**src/rtl/uslp_pkg.sv**
```systemverilog
package uslp_pkg;
  typedef enum logic [1:0] {
    ST_AWAKE  = 2'd0,
    ST_SLEEP  = 2'd1,
    ST_WAKING = 2'd2
  } slp_state_t;

  localparam int unsigned MDM_W = 4;
  // Wake interrupt code shares the "none pending" value.
  localparam logic [3:0] WAKE_CODE = 4'h1;
endpackage

```
**src/rtl/uslp_entry_chk.sv**
```systemverilog
module uslp_entry_chk #(
  parameter int unsigned NCH = 2
) (
  input  logic [NCH-1:0]                    irq_n,
  input  logic [NCH-1:0]                    sleep_en,
  input  logic [uslp_pkg::MDM_W*NCH-1:0]    msr_delta,
  input  logic [NCH-1:0]                    rx,
  output logic                              enter_ok
);
  logic [NCH-1:0] ch_ok;

  for (genvar i = 0; i < NCH; i++) begin : g_ch
    always_comb begin
      ch_ok[i] = irq_n[i] & sleep_en[i] & rx[i]
               & ~(|msr_delta[i*uslp_pkg::MDM_W +: uslp_pkg::MDM_W]);
    end
  end

  assign enter_ok = &ch_ok;
endmodule

```
**src/rtl/uslp_wake_det.sv**
```systemverilog
module uslp_wake_det #(
  parameter int unsigned NCH = 2
) (
  input  logic                              clk,
  input  logic                              rst_n,
  input  logic [NCH-1:0]                    rx,
  input  logic [uslp_pkg::MDM_W*NCH-1:0]    modem,
  input  logic [NCH-1:0]                    tx_load,
  input  logic                              pwrsave,
  output logic [NCH-1:0]                    rx_fall,
  output logic [NCH-1:0]                    mdm_chg,
  output logic [NCH-1:0]                    tx_wake
);
  localparam int unsigned MW = uslp_pkg::MDM_W * NCH;

  logic [NCH-1:0] rx_q;
  logic [MW-1:0]  mdm_q;

  always_ff @(posedge clk or negedge rst_n) begin
    if (!rst_n) begin
      rx_q  <= '1;
      mdm_q <= '0;
    end else begin
      rx_q  <= rx;
      mdm_q <= modem;
    end
  end

  for (genvar i = 0; i < NCH; i++) begin : g_ch
    always_comb begin
      rx_fall[i] = rx_q[i] & ~rx[i];
      mdm_chg[i] = |(mdm_q[i*uslp_pkg::MDM_W +: uslp_pkg::MDM_W]
                     ^ modem[i*uslp_pkg::MDM_W +: uslp_pkg::MDM_W]);
      tx_wake[i] = tx_load[i] & ~pwrsave;
    end
  end
endmodule

```
**src/rtl/uslp_osc_timer.sv**
```systemverilog
module uslp_osc_timer #(
  parameter int unsigned OSC_START = 8
) (
  input  logic clk,
  input  logic rst_n,
  input  logic start,
  input  logic run,
  output logic done
);
  localparam int unsigned CW = (OSC_START > 2) ? $clog2(OSC_START) : 1;
  localparam logic [CW-1:0] LAST = CW'(OSC_START - 1);

  logic [CW-1:0] cnt_q, cnt_d;
  logic          cnt_en;

  always_comb begin
    cnt_en = start | (run & (cnt_q != LAST));
    cnt_d  = start ? '0 : cnt_q + 1'b1;
  end

  always_ff @(posedge clk or negedge rst_n) begin
    if (!rst_n)      cnt_q <= '0;
    else if (cnt_en) cnt_q <= cnt_d;
  end

  assign done = run & (cnt_q == LAST);
endmodule

```
**src/rtl/uart_sleep_ctrl.sv**
```systemverilog
module uart_sleep_ctrl #(
  parameter int unsigned NCH       = 2,
  parameter int unsigned OSC_START = 8
) (
  input  logic                           clk,
  input  logic                           rst_n,
  input  logic [NCH-1:0]                 ch_irq_n,
  input  logic [NCH-1:0]                 ch_sleep_en,
  input  logic [uslp_pkg::MDM_W*NCH-1:0] ch_msr_delta,
  input  logic [NCH-1:0]                 ch_rx,
  input  logic [uslp_pkg::MDM_W*NCH-1:0] ch_modem,
  input  logic [NCH-1:0]                 ch_tx_load,
  input  logic [NCH-1:0]                 ch_isr_rd,
  input  logic [NCH-1:0]                 ch_msr_rd,
  input  logic                           pwrsave,
  output logic                           osc_en,
  output logic                           bus_iso,
  output logic                           asleep,
  output logic [NCH-1:0]                 wake_irq
);
  import uslp_pkg::*;

  slp_state_t     state_q, state_d;
  logic [NCH-1:0] wirq_q, wirq_d, hold_q, hold_d;
  logic [NCH-1:0] rx_fall, mdm_chg, tx_wake;
  logic           enter_ok, wake_any, tmr_start, tmr_done, in_sleep;

  uslp_entry_chk #(.NCH(NCH)) u_entry (
    .irq_n(ch_irq_n), .sleep_en(ch_sleep_en), .msr_delta(ch_msr_delta),
    .rx(ch_rx), .enter_ok(enter_ok)
  );

  uslp_wake_det #(.NCH(NCH)) u_wake (
    .clk(clk), .rst_n(rst_n), .rx(ch_rx), .modem(ch_modem),
    .tx_load(ch_tx_load), .pwrsave(pwrsave),
    .rx_fall(rx_fall), .mdm_chg(mdm_chg), .tx_wake(tx_wake)
  );

  uslp_osc_timer #(.OSC_START(OSC_START)) u_tmr (
    .clk(clk), .rst_n(rst_n), .start(tmr_start),
    .run(state_q == ST_WAKING), .done(tmr_done)
  );

  assign in_sleep = (state_q == ST_SLEEP);
  assign wake_any = (|rx_fall) | (|mdm_chg) | (|tx_wake);

  // Next state
  always_comb begin
    state_d = state_q;
    case (state_q)
      ST_AWAKE:  if (enter_ok && !(|wirq_q) && !(|hold_q)) state_d = ST_SLEEP;
      ST_SLEEP:  if (wake_any || !(&ch_sleep_en))          state_d = ST_WAKING;
      ST_WAKING: if (tmr_done)                             state_d = ST_AWAKE;
      default:                                             state_d = ST_AWAKE;
    endcase
    tmr_start = in_sleep && (state_d == ST_WAKING);
  end

  // Per-channel wake interrupt and modem-wake hold
  for (genvar i = 0; i < NCH; i++) begin : g_ch
    always_comb begin
      if (in_sleep && wake_any)  wirq_d[i] = 1'b1;
      else if (ch_isr_rd[i])     wirq_d[i] = 1'b0;
      else                       wirq_d[i] = wirq_q[i];
      if (in_sleep && mdm_chg[i]) hold_d[i] = 1'b1;
      else if (ch_msr_rd[i])      hold_d[i] = 1'b0;
      else                        hold_d[i] = hold_q[i];
    end
  end

  always_ff @(posedge clk or negedge rst_n) begin
    if (!rst_n) begin
      state_q <= ST_AWAKE;
      wirq_q  <= '0;
      hold_q  <= '0;
    end else begin
      state_q <= state_d;
      wirq_q  <= wirq_d;
      hold_q  <= hold_d;
    end
  end

  assign osc_en   = !in_sleep;
  assign asleep   = in_sleep;
  assign bus_iso  = in_sleep & pwrsave;
  assign wake_irq = wirq_q;

  AST_ENTRY_CONDS: assert property (@(posedge clk) disable iff (!rst_n)
    $rose(asleep) |-> ($past(&ch_irq_n) && $past(&ch_sleep_en) && $past(&ch_rx)));
  AST_PS_TX_BLOCKED: assert property (@(posedge clk) disable iff (!rst_n)
    (in_sleep && pwrsave && !(|rx_fall) && !(|mdm_chg) && (&ch_sleep_en)) |=> asleep);
  AST_STARTUP_HOLD: assert property (@(posedge clk) disable iff (!rst_n)
    $fell(asleep) |=> !asleep);
  AST_WAKE_IRQ_SRC: assert property (@(posedge clk) disable iff (!rst_n)
    $rose(wake_irq[0]) |-> $past(in_sleep));
  AST_NO_SLEEP_IRQ: assert property (@(posedge clk) disable iff (!rst_n)
    $rose(asleep) |-> ($past(wirq_q) == '0));
  AST_MSR_HOLD: assert property (@(posedge clk) disable iff (!rst_n)
    $rose(asleep) |-> ($past(hold_q) == '0));
endmodule

```
**config.mk**
```make
export PLATFORM = sky130hd
export DESIGN_NAME = uart_sleep_ctrl
export DESIGN_NICKNAME = d
export VERILOG_FILES = /design/src/rtl/uslp_pkg.sv /design/src/rtl/uslp_entry_chk.sv /design/src/rtl/uslp_wake_det.sv /design/src/rtl/uslp_osc_timer.sv /design/src/rtl/uart_sleep_ctrl.sv
export SDC_FILE = /design/constraint.sdc
export NUM_CORES = 1
export LEC_CHECK = 0
export ABC_AREA = 1
export ABC_CLOCK_PERIOD_IN_PS = 1550
export BUFFER_PORTS_ARGS = -buffer_cell sky130_fd_sc_hd__buf_2
export CELL_PAD_IN_SITES_DETAIL_PLACEMENT = 1
export CELL_PAD_IN_SITES_GLOBAL_PLACEMENT = 1
export CORE_MARGIN = 8
export CORE_UTILIZATION = 33
export DETAILED_ROUTE_END_ITERATION = 6
export PLACE_DENSITY_LB_ADDON = 0.1
export SLEW_MARGIN = 20
export SYNTH_ARGS = -nofsm -noshare
export SYNTH_HDL_FRONTEND = slang
export SYNTH_SLANG_ARGS = --single-unit
```
**constraint.sdc**
```tcl
create_clock -name clk -period 1.55 [get_ports clk]
set_input_delay 0.31 -clock clk [delete_from_list [all_inputs] [get_ports clk]]
set_output_delay 0.31 -clock clk [all_outputs]
set_load 0.01 [all_outputs]
```
* After elaboration in Yosys (flattened, before gate mapping) *
Cells that the tools add are included.

storage, ports and cells
  register bits = 19
  bits in latches = 0
  RAM bits = 0
  ROM bits = 0
  input bits = 31
  output and inout bits = 5
  logic and storage cells = 77
  memories kept = 0

cells by class
  add/subtract/negate cells = 1
  multipliers = 0
  divide/modulo/power cells = 0
  order comparisons = 0
  equality and inequality tests = 5
  shift-type cells = 0
  mux-type cells = 13
  bitwise gates (word level) = 23
  reduce and logical (&&, ||, !) cells = 27

operators with widths
  cell                                                                   number
  4-bit OR reduction                                                     4
  1-bit AND                                                              13
  1-bit 2-to-1 mux                                                       8
  2-bit nonzero test                                                     4
  2-bit OR reduction                                                     4
  8-bit OR reduction                                                     1
  4-bit XOR                                                              2
  1-bit logical AND                                                      6
  2-bit 2-to-1 mux                                                       3
  2-bit case mux with 3 select lines                                     1
  1-bit NOT                                                              5
  2-bit equality test, second input constant                             2
  1-bit logical NOT                                                      4
  2-bit AND reduction                                                    2
  3-bit by 1-bit adder with 3-bit output, second input constant          1
  3-bit equality test, second input constant                             1
  3-bit 2-to-1 mux                                                       1
  3-bit inequality test, second input constant                           1
  1-bit bitwise OR                                                       3
  2-bit by 1-bit equality test with 1-bit output, second input constant  1
  2-bit logical NOT                                                      1
  1-bit logical OR                                                       1

* Depth between registers and ports, before layout *
Gate-level depths: netlist (run 1).

  depth in word-level cells = 11
  depth in mapped cells = 9
  mapped depth without buffers = 9

* By module *
From an unflattened synthesis (run 1), not the netlist that was laid out.

unflattened totals
  cells, all modules = 146
  area total of the unflattened synthesis = 1009.7 um2

by module, submodules not included
  module           instances  cells each  area each (um2)  seq. area each (um2)
  uslp_wake_det    1          64          455.4            252.7
  uart_sleep_ctrl  1          44          316.6            150.1
  uslp_osc_timer   1          22          173.9            75.1
  uslp_entry_chk   1          16          63.8             0.0

* Worst setup path before layout (run 1) *
OpenSTA, ideal clock, no wires.

  path kind = register to register
  start = reg u_tmr.cnt_q[0]
  end = reg u_tmr.cnt_q[2]
  library setup time = 142 ps
  arrival = 1156 ps
  required time = 1408 ps
  setup slack = 253 ps
  cell stages (with the launch flop) = 7
  buffers on the path = 0
  period minus slack after synthesis = 1297 ps
  cell sequence = dfrtp_1 > ha_1 > ha_1 > nor2_1 > inv_1 > nand2_1 > a22oi_1

between the ends
  word-level cells in the longest chain between the ends = 7
  elaborated cells on any way between the ends = 11
  those cells by class = add/sub: 1; eq/ne: 3; mux: 3; bitwise: 3; reduce/logical: 1

RTL lines
  item                                                  RTL line                                    text
  start, declared                                       uslp_osc_timer.sv:13                        logic [CW-1:0] cnt_q, cnt_d;
  start signal, assigned                                uslp_osc_timer.sv:23                        else if (cnt_en) cnt_q <= cnt_d;
  3-bit equality test                                   uslp_osc_timer.sv:26                        assign done = run & (cnt_q == LAST);
  1-bit AND                                             uslp_osc_timer.sv:26
  2-bit 2-to-1 mux                                      uart_sleep_ctrl.sv:53                       ST_WAKING: if (tmr_done) state_d = ST_AWAKE;
  2-bit case mux with 3 select lines                    uart_sleep_ctrl.sv:50                       case (state_q)
  2-bit equality test                                   uart_sleep_ctrl.sv:56                       tmr_start = in_sleep && (state_d == ST_WAKING);
  1-bit logical AND                                     uart_sleep_ctrl.sv:56
  3-bit 2-to-1 mux or 1-bit bitwise OR (tied branches)  uslp_osc_timer.sv:18, uslp_osc_timer.sv:17

Parallel ways exist; a longest one is shown, timed or not.
A chain may end at the register's enable or synchronous reset.

* Worst setup path in the final report (run 1) *
  start = reg state_q[0]
  end = out asleep

between the ends
  word-level cells in the longest chain between the ends = 1

RTL lines
  item                                            RTL line               text
  start, declared                                 uart_sleep_ctrl.sv:23  slp_state_t state_q, state_d;
  start signal, assigned                          uart_sleep_ctrl.sv:77  state_q <= state_d;
  2-bit by 1-bit equality test with 1-bit output  uart_sleep_ctrl.sv:44  assign in_sleep = (state_q == ST_SLEEP);
  end, declared                                   uart_sleep_ctrl.sv:18  output logic asleep,

No other way between the ends.

==> impl_results.md, run 1 <==
- CTS buffer count: 3
- Maximum VDD drop: 561 uV
- Multi-input logic area: 347 um^2
- Synth Area in Adders: 2.79%
- Fillers: between 300 and 400
- Top Layer Used: met4
- Synth warn: 0
- Synth Area in Simple Gates: 24.7%
- Number of nets in the layout: 180
- Initial antenna violation count: 0
- Netlist cell types: 21
- Synth Register Bits: 19
- FF/Latch Area: around 480 um^2
- Largest net degree at the start of global routing: 20
- Largest stage delay, worst path: 0.40 ns
- Fin. max-slew vios: 0
- Skew-Pair Late Insertion Delay: 0.30 ns
- WL met3: approximately 120 um
- NetSw: 0.000218 W
- Syn nets: 136
- Compound-gate portion of the synthesized area: 5.71%
- 1st-iter DRT viols: 25
- Comb pwr share: around an eighth
- Worst setup startpoint: state_q[0]$_DFF_PN0_
- Ant. Diodes: 0
- Port bufs: 35
- Syn-to-layout area delta: 31.2%
- CP Data Required Time: 1.24 ns
- Dominant cell type by area after synthesis: dfrtp_1
- Status: finished clean
- Crit-path cells: inv_2 > nor2_4 > buf_4 > buf_2
- Post-layout util: 44.3%
- Clock Power Share: 29.2%
- Initial Util: 33.7%
- Pre-antenna DRT Iters: 2
- Clk buf depth: 2
- First-pass GRT wire length: 3720 um
- DR WL/cell: 12.4 um
- Syn Inst Count: 103
- DRC: 0
- Ranking of synthesized cells by area: dfrtp_1 47%, nand2_1 12%, inv_1 7.9%
- Sum Neg Setup Slack: 0 ns
- Synth Area in XOR/XNOR: 4.87%
- CTS root buf: clkbuf_4
- Pleak: 0.618 nW
- Worst Setup End Kind: output port
- Core ar.: ~2700 um^2
- CTS tree: built
- Syn_area_per_cell: slightly below 9 um^2
- Mux contribution to synthesized area: 0%
- HP Start: ch_rx[1]
- Non-Filler Instances: 177
- Die height: 68.2 um
- H-tree depth: 1
- Flop pwr share: 59.1%
- Period Utilization, post-route: 96.0%
- Final ANT Viol Nets: 0
- Finished Cell Area: 1180 um^2
- Post-synth top cells: 28 x nand2_1, 19 x inv_1, 17 x dfrtp_1, 6 x nor2_1, 5 x xnor2_1
- Sw frac: 24.9%
- Internal cell power: 0.000657 W
- Post-Place Worst Slack: 0.147 ns
- Worst EP arrival: between 1 and 1.5 ns
- CTS sink count: 19
- Synth async-reset ratio: 100%
- Clock-pin slew on the worst setup and hold paths: 0.11 ns
- RD Place Congestion: 0.676
- Worst clock skew: 0.00616 ns
- Worst rel slew slack: ~71%
- DPL Wire Length: 1800 um
- Startpoint Class: flip-flop
- Slowest cell on crit path: dfrtp_1
- Min cycle time layout: about 1.5 ns
- Final hold violation count: 0
- Synth top area share: 47.4%
- Share of cells above drive strength 1: 35.6%
- Total GRT Usage: approximately 10%
- Post-DR vias/cell: 4.54
- Final setup fails: 0
- Max-Cap Viols: 0
- Site row count: 19
- WL final: 2200 um
- Main synth FF type: dfrtp_1
- Die width: ~70 um
- Post-Place Cell Area: 1120 um^2
- Main combinational cell family by area after synthesis: simple AND/OR/NAND/NOR gates
- CP Buf/Inv Count: 3
- Sequential fraction of the synthesis area: between 50% and 60%
- Max FO, Critical Path: 6
- Via count: 803
- Crit Path Category: flip-flop to output port
- Mapped Area: around 900 um^2
- Total gr overflow: 0
- Most numerous cell in the Yosys netlist: nand2_1
- Worst R2R Start: u_tmr.cnt_q[0]$_DFFE_PN0P_
- Final worst slack: 0.0615 ns
- Fmax: ~670 MHz
- Count of boundary I/O pins: 36
- Vias in the first global route: between 900 and 1000
- Pwr per Cell Area: approximately 740 nW/um^2
- Top delay family on crit path: flip-flops
- Inst Count DP: 170
- Worst hold-check path type: primary input to flip-flop
- Worst slew pin tran: approximately 0.44 ns
- Die ar.: approximately 4600 um^2
- EDFF count, synth: 0
- Met2 wire length: 1120 um
- M1 wire length: 942 um
-- placed cells by master (no fill, tap or decap), types with 3 or more instances in the layout --
cell / count
dfrtp_1: 16
nor4_1: 3
inv_1: 18
nor2_1: 6
nand2_1: 28
buf_4: 3
xnor2_1: 5
clkbuf_4: 3
inv_2: 3
buf_2: 35
nor2_4: 3
-- per-layer routing --
layer,up-vias,GRT usage [%]
li1,404,-
met1,374,11.3
met2,23,18.4
met3,2,4.09
met4,0,2.30
met5,-,0
-- sequential cells by signal, summed over array words and instances, names as in the netlist --
name	cells
u_wake.rx_q	2
u_wake.mdm_q	8
u_tmr.cnt_q	3
state_q	2
hold_q	2
wake_irq	2
-- worst register-to-register path, cell delays in order, from the launching register on --
cell and delay, ns:
dfrtp_1 0.41, ha_1 0.20, ha_1 0.18, nor2_1 0.24, inv_1 0.12, nand2_1 0.08
a22oi_1 0.08
-- power by group through the flow --
stage	clock network [W]	logic, W	registers, W
CTS	0.000273	0.000106	0.000517
floorplan	0	0.0000438	0.000525
global route	0.000299	0.000119	0.000519
finish	0.000256	0.000103	0.000517
detailed placement	0	0.000104	0.000527
global placement	0	0.0000996	0.000526
-- area by class of cell --
class,instances,share of cell area (%)
clock inverter,1,0.425
timing repair buffer,39,17.6
multi-input combinational,63,29.4
inverter,21,6.69
sequential,19,40.7
clock buffer,3,1.91
tap,31,3.29
-- timing repair --
| item | 4_1_cts | 5_1_grt |
|---|---|---|
| endpoints found under the hold margin | 17 | 0 |
| pin swaps | 0 | 1 |
| gates resized for setup | 0 | 3 |
| hold buffers | 1 | 0 |
| buffers inserted | 1 | 1 |
| setup endpoints to repair | 2 | 2 |
-- logic make-up after synthesis --
| family | Yosys count |
|---|---|
| simple gates | 47 |
| buf+inv | 21 |
| flops | 19 |
| compound gates | 9 |
| xor+xnor | 5 |
| fa+ha+maj | 2 |
-- through the flow --
step	hold WS (ns)	total power (W)
3_5_place_dp	0.285	0.000631
4_1_cts	0.0912	0.000896
3_3_place_gp	0.279	0.000625
6_report	0.111	0.000875
2_1_floorplan	0.0144	0.000569
5_1_grt	0.0790	0.000937
-- final timing paths --
path	end	slack, ns	cells after the start
setup / recovery	asleep	0.06	4
hold / removal	u_wake.rx_q[1]$_DFF_PN1_	0.11	1
setup reg to reg	u_tmr.cnt_q[1]$_DFFE_PN0P_	0.14	6
hold reg to reg	wake_irq[1]$_DFFE_PN0P_	0.54	2
max in group asynchronous	state_q[1]$_DFF_PN0_	0.75	2
min in group asynchronous	u_wake.mdm_q[0]$_DFF_PN0_	0.47	2
Power figures use the tool's default switching activity.
==> inputs of run 2 (changes only) <==
--- a/config.mk
+++ b/config.mk
@@ -8,13 +8,16 @@
 export ABC_AREA = 1
 export ABC_CLOCK_PERIOD_IN_PS = 1550
 export BUFFER_PORTS_ARGS = -buffer_cell sky130_fd_sc_hd__buf_2
+export CAP_MARGIN = 20
 export CELL_PAD_IN_SITES_DETAIL_PLACEMENT = 1
 export CELL_PAD_IN_SITES_GLOBAL_PLACEMENT = 1
 export CORE_MARGIN = 8
 export CORE_UTILIZATION = 33
 export DETAILED_ROUTE_END_ITERATION = 6
 export PLACE_DENSITY_LB_ADDON = 0.1
+export REMOVE_ABC_BUFFERS = 1
 export SLEW_MARGIN = 20
 export SYNTH_ARGS = -nofsm -noshare
 export SYNTH_HDL_FRONTEND = slang
+export SYNTH_HIERARCHICAL = 1
 export SYNTH_SLANG_ARGS = --single-unit
==> run 2 against run 1 <==
Against the previous run:
- worst setup slack hardly changed
- maximum frequency about the same
- first-iteration DRC count grew 52%
- sequential share of layout area decreased by 3.6 points
- utilization is 0.95 points lower
- final cell count up 25%
==> impl_results.md, run 2 <==
- Pleak: 0.780 nW
- CTS buffer count: 3
- Ant. Diodes: 0
- Main synth FF type: dfrtp_1
- EDFF count, synth: 0
- DRC: 0
- Most frequent cells in the layout: 46 x nand2_1, 36 x inv_1, 35 x buf_2, 20 x nor2_1, 17 x dfrtp_1
- Netlist cell types: 16
- Die width: 71.3 um
- Final setup fails: 0
- Vias in the first global route: 1048
- Initial Util: 33.9%
- Post-Place Worst Slack: -0.0173 ns
- Max-Cap Viols: 0
- Worst rel slew slack: 70.0%
- HP Start: ch_rx[0]
- Synth async-reset ratio: between 90% and 100%
- DPL Wire Length: between 2000 and 2500 um
- Core ar.: 2980 um^2
- Post-layout util: 43.3%
- Biggest register: u_wake/mdm_q
- H-tree depth: 1
- Tot Pwr: 0.000891 W
- Port bufs: 35
- Worst clock skew: around 0.0054 ns
- Worst setup startpoint: state_q[1]$_DFF_PN0_
- Final hold violation count: 0
- Via count: 968
- Finished Cell Area: 1290 um^2
- RSZ-0062 raised after global routing: true
- Final ANT Viol Nets: 0
- Maximum VDD drop: 286 uV
- Post-Place Cell Area: approximately 1200 um^2
- Pwr per Cell Area: 691 nW/um^2
- Crit Path Category: flip-flop to output port
- Syn Inst Count: 146
- Count of boundary I/O pins: 36
- Worst Hold Slack: approximately 0.12 ns
- Period Utilization, post-route: around 96%
- Die height: 71.3 um
- DR WL/cell: 12.0 um
- Clock-pin slew on the worst setup and hold paths: 0.12 ns
- Mapped Area: 1010 um^2
- Most common cell after layout, fill and taps aside: nand2_1
- First-pass GRT wire length: 4540 um
- Share of cells above drive strength 1: 27.7%
- Regs by FF count: u_wake/mdm_q (8), u_tmr/cnt_q (3)
- Fmax: about 670 MHz
- Largest register FFs: 8
- Total GRT Usage: 10.9%
- Largest net degree at the start of global routing: 20
- Synth Register Bits: 19
- Die ar.: just over 5000 um^2
- Worst hold path depth: 1
- 1st-iter DRT viols: 38
- Final worst slack: 0.0617 ns
- RD Place Congestion: just over 0.7
- Initial antenna violation count: 0
- Worst hold-check path type: primary input to flip-flop
- Pre-antenna DRT Iters: 4
- Max FO, Critical Path: 6
- Synth warn: 6
- WL final: around 2600 um
- Ranking of synthesized cells by area: dfrtp_1 42%, nand2_1 17%, inv_1 13%
- Post-synth top cells: 46 x nand2_1, 36 x inv_1, 21 x nor2_1, 17 x dfrtp_1, 7 x nand3_1
- Post-DR vias/cell: 4.38
- Syn_area_per_cell: 6.92 um^2
- Worst Setup End Kind: output port
- Skew-Pair Late Insertion Delay: roughly 0.3 ns
- CTS tree: built
- Clk buf depth: 2
- Synth top area share: 42.1%
- Worst R2R Start: u_wake/mdm_q[2]$_DFF_PN0_
- CTS root buf: clkbuf_4
- Worst slew pin tran: 0.450 ns
- Fin. max-slew vios: 0
- Sequential fraction of the synthesis area: 47.3%
- Site row count: 20
- CP Data Required Time: 1.24 ns
- Total gr overflow: 0
- CTS sink count: 19
- Status: finished clean
- Dominant cell type by area after synthesis: dfrtp_1
- Startpoint Class: flip-flop
- Syn-to-layout area delta: 27.8%
- Number of nets in the layout: 222
- Reg2reg path depth: 11
- Reg2reg setup slack: 0.07 ns
- Worst EP arrival: between 1 and 1.5 ns
- Min cycle time layout: 1.49 ns
- Most numerous cell in the Yosys netlist: nand2_1
run 2: cell count changes in the layout (fill, tap and decap cells not counted), moves of 2 or more:
cell and change:
nor2_4 -2, nor4_1 -3, nor2_1 +14, nand2_1 +18, o21ai_1 -2, nor2_2 +2
inv_1 +18, xnor2_1 -5, nand3_1 +3, o21ai_0 +2, a22oi_1 -2
run 2: timing repair:
action	CTS	global route
resized for setup	0	3
endpoints found under the setup margin	0	4
endpoints found under the hold margin	17	0
buffers inserted	0	2
hold buffers	1	0
run 2: cell type report:
class,count,area [um^2]
clock buffer,4,26.3
fill,418,1690
inverter,40,150
multi-input combinational,87,394
sequential,19,478
tap,33,41.3
timing repair buffer,38,200
run 2: metrics by stage:
stage               std cells  setup TNS [ns]
floorplan                 146               0
global placement          214               0
detailed placement        214         -0.0275
CTS                       219               0
global route              221          -0.263
finish                    221               0
run 2: power by group:
group	internal, W	switching [W]	total (W)
logic	0.0000512	0.0000601	0.000111
clock network	0.000100	0.000161	0.000262
registers	0.000511	0.00000675	0.000518
run 2: cell families (layout without fill, tap and decap cells):
kind of cell / after synthesis / count (layout) / share of synthesized area (%)
flip-flops: 19 / 19 / 47.3
AND/OR/NAND/NOR: 79 / 79 / 32.0
adder cells (fa/ha/maj): 2 / 2 / 2.48
buffers and inverters: 40 / 82 / 14.9
AO/OA/AOI/OAI: 6 / 6 / 3.35
run 2: final timing paths:
check	endpoint
hold / removal	u_wake/rx_q[0]$_DFF_PN1_
max in group asynchronous	u_wake/rx_q[1]$_DFF_PN1_
setup / recovery	bus_iso
min in group asynchronous	hold_q[0]$_DFFE_PN0P_
setup reg to reg	u_tmr/cnt_q[2]$_DFFE_PN0P_
hold reg to reg	u_tmr/cnt_q[2]$_DFFE_PN0P_
run 2: routing by layer:
layer | part of all wire, % | vias up | wire [um] | GRT usage [%]
met4 | 0.53 | 0 | 14 | 3.46
met2 | 54 | 19 | 1420 | 19.4
met5 | 0 | - | 0 | 0
met3 | 6.1 | 2 | 161 | 3.21
li1 | - | 501 | - | -
met1 | 39 | 446 | 1040 | 12.0
run 2: worst max-delay path: stages (launching register included):
cell and delay, ns:
dfrtp_1 0.45, nor2_4 0.18, inv_2 0.05, nor2_1 0.07, buf_2 0.13
==> inputs of run 3 (changes only) <==
--- a/config.mk
+++ b/config.mk
@@ -19,5 +19,4 @@
 export SLEW_MARGIN = 20
 export SYNTH_ARGS = -nofsm -noshare
 export SYNTH_HDL_FRONTEND = slang
-export SYNTH_HIERARCHICAL = 1
 export SYNTH_SLANG_ARGS = --single-unit
==> constraint.sdc (replaced) <==
create_clock -name clk -period 1.55 [get_ports clk]
set_input_delay 0.31 -clock clk [delete_from_list [all_inputs] [get_ports clk]]
set_output_delay 0.31 -clock clk [all_outputs]
set_load 0.005 [all_outputs]
==> run 3 against run 2 <==
Against the previous run:
- register-to-register slack better by 0.07 ns
- hold slack better by 0.0061 ns
- sequential cell count stayed put
- largest cell class unchanged
- routed wire length is 18% lower
- critical path depth is 1 lower
- via count is 17% lower
- critical endpoint is now asleep
- non-clock buffer count stayed put
==> impl_results.md, run 3 (same netlist as run 1, synthesis figures left out) <==
- DPL Wire Length: 1810 um
- Fin. max-slew vios: 0
- Final ANT Viol Nets: 0
- Most common cell after layout, fill and taps aside: buf_2
- Pleak: 0.612 nW
- H-tree depth: 1
- DR WL/cell: 12.3 um
- Skew-Pair Late Insertion Delay: 0.30 ns
- Post-Place Worst Slack: 0.146 ns
- Status: finished clean
- Core ar.: 2660 um^2
- Biggest register: u_wake.mdm_q
- CP Data Required Time: 1.24 ns
- Non-Filler Instances: 176
- CTS root buf: clkbuf_4
- DRC: 0
- Post-layout util: between 40% and 50%
- Worst EP arrival: 1.18 ns
- Sum Neg Setup Slack: 0 ns
- WL final: 2170 um
- Post-DR vias/cell: 4.55
- Worst hold-check path type: primary input to flip-flop
- Final hold violation count: 0
- CTS tree: built
- Fmax: a little under 700 MHz
- Vias in the first global route: 912
- Initial Util: 33.7%
- Startpoint Class: flip-flop
- Worst Setup End Kind: output port
- Largest register FFs: 8
- Via count: roughly 800
- Final worst slack: 0.0634 ns
- Site row count: 19
- Die ar.: 4650 um^2
- 1st-iter DRT viols: 30
- Worst Hold Slack: approximately 0.12 ns
- Count of boundary I/O pins: 36
- Min cycle time layout: 1.49 ns
- Maximum VDD drop: 372 uV
- RSZ-0062 raised after global routing: true
- Worst slew pin tran: 0.441 ns
- Period Utilization, post-route: a little over nine tenths
- Multi-input logic area: 347 um^2
- First-pass GRT wire length: 3780 um
- Total GRT Usage: a little over a tenth
- Total gr overflow: 0
- Port bufs: 35
- FF/Latch Area: 478 um^2
- Max-Cap Viols: 0
- Largest net degree at the start of global routing: 20
- Worst clock skew: 0.0100 ns
- Pre-antenna DRT Iters: 3
- Die width: 68.2 um
- Inst Count DP: 170
- CTS sink count: 19
- CTS buffer count: 3
- Die height: 68.2 um
- Most frequent cells in the layout: 35 x buf_2, 28 x nand2_1, 19 x inv_1, 17 x dfrtp_1, 6 x nor2_1
- Worst rel slew slack: between 70% and 80%
- Share of cells above drive strength 1: 33.1%
- Regs by FF count: u_wake.mdm_q (8), u_tmr.cnt_q (3)
- Pwr per Cell Area: between 700 and 800 nW/um^2
- Number of nets in the layout: 179
- Syn-to-layout area delta: 30.1%
- Final setup fails: 0
- Clock-pin slew on the worst setup and hold paths: 0.11 ns
- Crit Path Category: flip-flop to output port
- RD Place Congestion: 0.676
- Fillers: 336
- Max FO, Critical Path: 6
- Clk buf depth: 2
- Ant. Diodes: 0
- Initial antenna violation count: 0
run 3: cell types whose count changed in the layout (fill, tap and decap cells not counted), sizes merged:
| cell | delta |
|---|---|
| xnor2 | +5 |
| nand2 | -18 |
| nor4 | +3 |
| or2 | +1 |
| a22oi | +2 |
| o21ai | -1 |
| nand3 | -4 |
| a21oi | +1 |
| nand4 | +1 |
| o22ai | +1 |
| inv | -19 |
| nor3 | -1 |
| nor2 | -14 |
run 3: what timing repair did:
item                                   in CTS  in global routing
gates resized for setup                     0                  1
setup buffers                               0                  1
setup endpoints to repair                   0                  2
hold buffers                                1                  0
endpoints found under the hold margin      17                  0
run 3: cell type report:
type,instances,area share (%)
timing repair buffer,38,17.1
multi-input combinational,63,29.7
inverter,21,6.75
tap,31,3.32
clock buffer,4,2.25
sequential,19,40.9
run 3: where the power goes:
part / internal [W] / total [W] / switching (W)
Clock: 0.000100 / 0.000255 / 0.000155
Combinational: 0.0000499 / 0.000103 / 0.0000530
Sequential: 0.000511 / 0.000517 / 0.00000576
run 3: critical path: stages (launching register included):
cell and delay, ns:
dfrtp_1 0.45, nor2_4 0.16, buf_4 0.15, buf_2 0.11
run 3: per-stage QoR:
| stage | power, W | instance area (um^2) |
|---|---|---|
| finish | 0.000875 | 1170 |
| CTS | 0.000895 | 1160 |
| global placement | 0.000625 | 1120 |
| global route | 0.000937 | 1170 |
| floorplan | 0.000569 | 898 |
| detailed placement | 0.000630 | 1120 |
run 3: layer usage:
metal	global-route usage, %	share of wire [%]	up-vias
met4	2.30	1.3	0
li1	-	-	399
met5	0	0	-
met3	4.42	6.7	5
met1	11.4	42	374
met2	18.4	50	23
run 3: final timing paths:
| check | start | endpoint | slack [ns] | depth (start not counted) |
|---|---|---|---|---|
| max | state_q[1]$_DFF_PN0_ | asleep | 0.06 | 3 |
| min | ch_rx[1] | u_wake.rx_q[1]$_DFF_PN1_ | 0.12 | 1 |
| max reg2reg | u_tmr.cnt_q[0]$_DFFE_PN0P_ | u_tmr.cnt_q[1]$_DFFE_PN0P_ | 0.14 | 6 |
| min reg2reg | wake_irq[1]$_DFFE_PN0P_ | wake_irq[1]$_DFFE_PN0P_ | 0.55 | 2 |
| max in group asynchronous | rst_n | u_wake.rx_q[1]$_DFF_PN1_ | 0.73 | 2 |
| min in group asynchronous | rst_n | hold_q[0]$_DFFE_PN0P_ | 0.47 | 2 |
